`src/rtl/frcg_pkg.sv`:
```
package frcg_pkg;
  localparam int NUM_CH     = 4;
  localparam int LANE_W     = 8;
  localparam int FRAC_W     = 6;
  localparam int GATE_POS   = 7;
  localparam int RATE_NUMER = 18;
  localparam int FRAC_MIN   = 18;
  localparam int FRAC_MAX   = 35;
  localparam int REG_W      = NUM_CH * LANE_W;
  localparam int ADDR_W     = 2;
  localparam int ACC_W      = $clog2(FRAC_MAX + RATE_NUMER + 1);
  localparam logic [LANE_W-1:0] LANE_RESET = LANE_W'(1) << GATE_POS;

  typedef enum logic [ADDR_W-1:0] {
    VIEW_PLAIN = 2'd0,
    VIEW_SET   = 2'd1,
    VIEW_CLEAR = 2'd2,
    VIEW_NONE  = 2'd3
  } view_e;

  function automatic logic [FRAC_W-1:0] frac_clamp(input logic [FRAC_W-1:0] f);
    if (int'(f) < FRAC_MIN)      return FRAC_W'(FRAC_MIN);
    else if (int'(f) > FRAC_MAX) return FRAC_W'(FRAC_MAX);
    else                         return f;
  endfunction
endpackage

```
`src/rtl/frcg_ctrl_reg.sv`:
```
module frcg_ctrl_reg
  import frcg_pkg::*;
(
  input  logic              clk,
  input  logic              rst_n,
  input  logic [ADDR_W-1:0] addr,
  input  logic [REG_W-1:0]  wdata,
  input  logic              we,
  output logic [REG_W-1:0]  word
);
  logic [REG_W-1:0] word_q;
  logic [REG_W-1:0] word_d;

  always_comb begin
    word_d = word_q;
    if (we) begin
      unique case (view_e'(addr))
        VIEW_PLAIN: word_d = wdata;
        VIEW_SET:   word_d = word_q | wdata;
        VIEW_CLEAR: word_d = word_q & ~wdata;
        default:    word_d = word_q;
      endcase
    end
  end

  for (genvar n = 0; n < NUM_CH; n++) begin : g_lane
    always_ff @(posedge clk) begin
      if (!rst_n) word_q[n*LANE_W +: LANE_W] <= LANE_RESET;
      else        word_q[n*LANE_W +: LANE_W] <= word_d[n*LANE_W +: LANE_W];
    end
  end

  assign word = word_q;
endmodule

```
`src/rtl/frcg_rate_gen.sv`:
```
module frcg_rate_gen
  import frcg_pkg::*;
(
  input  logic              clk,
  input  logic              rst_n,
  input  logic              run,
  input  logic [FRAC_W-1:0] frac_req,
  output logic              tick,
  output logic [FRAC_W-1:0] frac_cur
);
  logic [ACC_W-1:0]  acc_q;
  logic [ACC_W-1:0]  sum;
  logic [FRAC_W-1:0] frac_q;
  logic [FRAC_W-1:0] frac_eff;
  logic              tick_q;
  logic              hit;

  assign frac_eff = frac_clamp(frac_req);
  assign sum      = acc_q + ACC_W'(RATE_NUMER);
  assign hit      = sum >= ACC_W'(frac_q);

  always_ff @(posedge clk) begin
    if (!rst_n) begin
      acc_q  <= '0;
      tick_q <= 1'b0;
      frac_q <= FRAC_W'(FRAC_MIN);
    end else if (!run) begin
      acc_q  <= '0;
      tick_q <= 1'b0;
      frac_q <= frac_eff;
    end else if (hit) begin
      acc_q  <= sum - ACC_W'(frac_q);
      tick_q <= 1'b1;
      frac_q <= frac_eff;
    end else begin
      acc_q  <= sum;
      tick_q <= 1'b0;
    end
  end

  assign tick     = tick_q;
  assign frac_cur = frac_q;
endmodule

```
`src/rtl/frcg_bank.sv`:
```
module frcg_bank
  import frcg_pkg::*;
(
  input  logic              clk,
  input  logic              rst_n,
  input  logic [ADDR_W-1:0] bus_addr,
  input  logic [REG_W-1:0]  bus_wdata,
  input  logic              bus_we,
  output logic [REG_W-1:0]  bus_rdata,
  output logic [NUM_CH-1:0] ch_run,
  output logic [NUM_CH-1:0] ch_tick
);
  logic [REG_W-1:0]         ctrl_word;
  logic [NUM_CH*FRAC_W-1:0] frac_cur_flat;

  frcg_ctrl_reg u_reg (
    .clk   (clk),
    .rst_n (rst_n),
    .addr  (bus_addr),
    .wdata (bus_wdata),
    .we    (bus_we),
    .word  (ctrl_word)
  );

  for (genvar n = 0; n < NUM_CH; n++) begin : g_ch
    logic [LANE_W-1:0] lane;
    assign lane      = ctrl_word[n*LANE_W +: LANE_W];
    assign ch_run[n] = ~lane[GATE_POS];

    frcg_rate_gen u_gen (
      .clk      (clk),
      .rst_n    (rst_n),
      .run      (ch_run[n]),
      .frac_req (lane[FRAC_W-1:0]),
      .tick     (ch_tick[n]),
      .frac_cur (frac_cur_flat[n*FRAC_W +: FRAC_W])
    );
  end

  assign bus_rdata = ctrl_word;
endmodule

```
`config.mk`:
```
export PLATFORM = sky130hd
export DESIGN_NAME = frcg_bank
export DESIGN_NICKNAME = d
export VERILOG_FILES = /design/src/rtl/frcg_pkg.sv /design/src/rtl/frcg_ctrl_reg.sv /design/src/rtl/frcg_rate_gen.sv /design/src/rtl/frcg_bank.sv
export SDC_FILE = /design/constraint.sdc
export NUM_CORES = 1
export LEC_CHECK = 0
export BUFFER_PORTS_ARGS = -buffer_cell sky130_fd_sc_hd__buf_2
export CORE_MARGIN = 4
export CORE_UTILIZATION = 55
export CTS_BUF_LIST = sky130_fd_sc_hd__clkbuf_2
export DETAILED_ROUTE_END_ITERATION = 6
export PLACE_DENSITY = 0.73
export SLEW_MARGIN = 20
export SYNTH_ARGS = -nofsm -noshare
export SYNTH_HDL_FRONTEND = slang
export SYNTH_SLANG_ARGS = --single-unit
export TNS_END_PERCENT = 20
```
`constraint.sdc`:
```
create_clock -name clk -period 3.7 [get_ports clk]
set_clock_uncertainty 0.05 [all_clocks]
set_input_delay 0.37 -clock clk [delete_from_list [all_inputs] [get_ports clk]]
set_output_delay 0.37 -clock clk [all_outputs]
set_load 0.05 [all_outputs]
```
==> key figures <==
Status
  – Run status: complete, no violations

Place
  – Area post-placement: 0.005703 mm2
  – Number of port buffers: 76
  – Weighted congestion reported at the end of routability-driven placement: 0.9222
  – Estimated wirelength of the detail-placed design: 8821 um

Route
  – Count of routing violations after the opening detailed-route iteration: 233
  – Vias per Instance: 5.558
  – Average wire length per cell after detail routing: 14.42 um
  – Detailed Route WL: 12040 um
  – DR DRC count: 0
  – Iteration count of the initial detailed-routing pass: 4
  – Final ANT Viol Nets: 0
  – Vias post-DR: 4641

Cells and area
  – Area Overhead vs Synth: 9.761%
  – Final std cell area, no fill: 0.005811 mm2
  – # diodes: 0
  – Layout cell share with drive strength beyond 1: 0.1700
  – Net count of the finished layout: 773
  – Number of filler cells placed in the layout: 868

Timing
  – Number of setup violations in the final report: 0
  – Final hold violations: 0
  – Max_slew headroom: 0.4375
  – Slew at the pin closest to its max-slew limit: 0.8385 ns
  – Final clock period utilization by the worst path: 0.7098
  – Slew Viols, Final: 0
  – Shortest clock period the worst path allows after layout: 2.626 ns
  – F_max: 0.3808 GHz
  – Fin Setup TNS: 0 ns
  – Unrepaired setup endpoints after global routing: no

Floorplanning
  – Placeable core region: 0.009284 mm2
  – Die Ht: 106.1 um
  – Width of the chip: 106.1 um
  – Top Ports: 77
  – Starting density of the core: 0.5702
  – Number of placement rows: 35
  – Die ar.: 0.01126 mm2

Yosys
  – Cell types with the largest area share after synthesis: sky130_fd_sc_hd__dfxtp_1, sky130_fd_sc_hd__a211oi_1, sky130_fd_sc_hd__ha_1
  – Mean instance size in the synthesized netlist: 8.207 um2
  – Gate count of the mapped netlist: 645
  – Commonest cells in the netlist: sky130_fd_sc_hd__dfxtp_1, sky130_fd_sc_hd__inv_1, sky130_fd_sc_hd__a211oi_1
  – Warnings from Yosys: 0
  – Post-synth top area share: 0.3177
  – Library cell with the highest instance count after synthesis: sky130_fd_sc_hd__dfxtp_1
  – Post-synth top area cell: sky130_fd_sc_hd__dfxtp_1
  – Cell area after technology mapping: 0.005294 mm2
  – EDFF count, synth: 0
  – Seq cells post-synth: 84
  – Count of unique library cells instantiated by Yosys: 45
  – Top flip-flop cell by instance count after synthesis: sky130_fd_sc_hd__dfxtp_1
  – Sequential-to-total area share from yosys stat: 0.3177
  – Share of synthesized registers carrying an async set or reset: 0
  – Total nets after synthesis: 717

Global routing
  – First-pass GRT wire length: 20700 um
  – Maximum number of pins on one net before global-route repair: 57
  – Total global routing track utilization: 0.2183
  – Number of antenna violations at the first check in global routing: 0
  – Overall overflow remaining after global route: 0
  – Via count of the first global-routing pass: 4537

Setup path
  – Data arrival time of the critical path: 3.04 ns
  – Path type of the worst setup path: reg -> reg
  – Required time of the critical path: 4.12 ns
  – CP max FO: 11
  – Delay of the slowest cell on the worst path: 0.56 ns
  – Ordered list of cells on the worst path: ha_1 > a21oi_1 > xnor2_1 > ha_1 > nor2_1 > nor2_1 > a21oi_1 > nor2_1 > a31o_2
  – Worst reg-to-reg setup slack: 1.07 ns
  – Library cell contributing the largest single delay on the critical path: sky130_fd_sc_hd__a21oi_1
  – Kind of end point of the critical path: register
  – Worst reg-to-reg path cell count: 9
  – Endpoint of the worst register-to-register path: g_ch[2].u_gen.frac_cur[5]
  – Most Frequent Cell on Critical Path: sky130_fd_sc_hd__nor2_1
  – Beginning of the worst register-to-register path: g_ch[2].u_gen.acc_q[1]
  – Startpoint Class: register

Pwr
  – Worst IR drop on VDD: 180.0 uV
  – Total power density per cell area: 357.4 mW/mm2
  – Static leakage power: 2.594 nW

Clocking
  – H-tree levels: 3
  – CTS tree: yes
  – Clock edge transition at the registers on the reported setup and hold paths: 0.25 ns
  – Number of setup buffers added after CTS: 0
  – Number of clock sinks seen by CTS: 84
  – Resized Gates After CTS: 0
  – Clk root buf: sky130_fd_sc_hd__clkbuf_2
  – Clock latency at the later pin of the worst-skew pair: 0.56 ns
  – Number of buffers created by CTS: 9
  – Bufs on Longest Clock Path: 2

Worst hold path
  – Classification of the worst-slack hold path: in -> reg
  – Destination of the worst hold path: u_reg.word[21]
  – Worst Min Path Start: bus_wdata[21]
  – Instance count along the most critical hold path: 3

Run
  – Max-cap violations: 0
==> registers in the layout, summed over array words and instances (netlist names) <==
| signal | count |
|---|---|
| g_ch.u_gen.acc_q | 24 |
| g_ch.u_gen.frac_cur | 24 |
| g_ch.u_gen.tick | 4 |
| u_reg.word | 32 |
==> layout by cell type (no fill, tap or decap), drive strengths merged, types with 3 or more instances in the layout <==
cell type	n
dfxtp	84
buf	81
inv	71
a21oi	61
a211oi	58
nand2	50
nor2	38
ha	31
nand3	28
o21ai	28
a21o	28
mux2i	18
nor2b	18
xnor2	14
xor2	10
clkbuf	9
nor3	7
mux2	7
o21a	6
nand2b	5
nand4	5
o31a	5
a31oi	5
o31ai	4
o22ai	4
o221ai	4
fa	4
clkinv	4
clkinvlp	3
==> how the worst max path moves through the flow <==
stage | start | end | slack (ns) | depth (start not counted)
finish | g_ch[2].u_gen.acc_q[1] | g_ch[2].u_gen.frac_cur[5] | 1.07 | 9
global route | g_ch[2].u_gen.acc_q[1] | g_ch[2].u_gen.frac_cur[5] | 0.82 | 7
CTS | g_ch[2].u_gen.acc_q[1] | g_ch[2].u_gen.frac_cur[5] | 1.04 | 9
detailed placement | g_ch[2].u_gen.acc_q[1] | g_ch[2].u_gen.frac_cur[1] | 1.12 | 9
global placement | g_ch[2].u_gen.acc_q[1] | g_ch[2].u_gen.frac_cur[5] | 1.23 | 9
floorplan | g_ch[0].u_gen.acc_q[1] | g_ch[0].u_gen.frac_cur[4] | 1.50 | 7
==> area by class of cell <==
class | count | area [um2] | area share
timing repair buffer | 82 | 427.9 | 0.07364
inverter | 71 | 266.5 | 0.04587
clock buffer | 9 | 45.04 | 0.007752
multi-input combinational | 453 | 3176 | 0.5465
sequential | 84 | 1682 | 0.2894
tap | 129 | 161.4 | 0.02778
clock inverter | 7 | 52.55 | 0.009044
==> cells by family after synthesis <==
family | Yosys count | share of synthesized area
and+or+nand+nor | 157 | 0.1437
xor gates and xnor gates | 24 | 0.03971
adders and majority gates | 35 | 0.08840
DFF | 84 | 0.3177
AOI/OAI and AO/OA | 212 | 0.2758
muxes | 25 | 0.05034
buffers and inverters | 108 | 0.08438
==> power breakdown <==
part	total, mW	internal [mW]	switching [mW]
Combinational	0.646	0.236	0.409
Sequential	0.988	0.948	0.0402
Clock	0.443	0.0902	0.353
==> stage by stage <==
step                      hold WS [ns]  setup WS [ns]  power [mW]  std cells  utilization
after floorplan                 0.3883          1.499       1.515        645            -
after global placement          0.3961          1.229       1.628        818       0.6143
after detailed placement        0.4030          1.123       1.647        818       0.6143
after CTS                     0.008369          1.044       2.089        834       0.6248
after global routing           0.01474         0.8241       2.192        835       0.6259
final                          0.04347          1.074       2.077        835       0.6259
==> metal layers <==
layer / GRT usage / share of wire
met3: 0.04614 / 0.053
met2: 0.3706 / 0.47
met5: 0 / 0
met4: 0.06475 / 0.014
met1: 0.2784 / 0.46
==> worst max-delay path, delay by kind of cell, from the launching register on <==
| kind | cells | cell delay [ns] |
|---|---|---|
| xor+xnor | 1 | 0.18 |
| simple gates | 3 | 0.38 |
| fa+ha+maj | 2 | 0.54 |
| flops | 1 | 0.39 |
| compound gates | 3 | 1.00 |
==> repair_timing <==
action / 4_1_cts / 5_1_grt
endpoints found under the hold margin: 0 / 1
hold buffers: 0 / 1
setup endpoints to repair: 0 / 0
(Power assumes the default switching activity.)
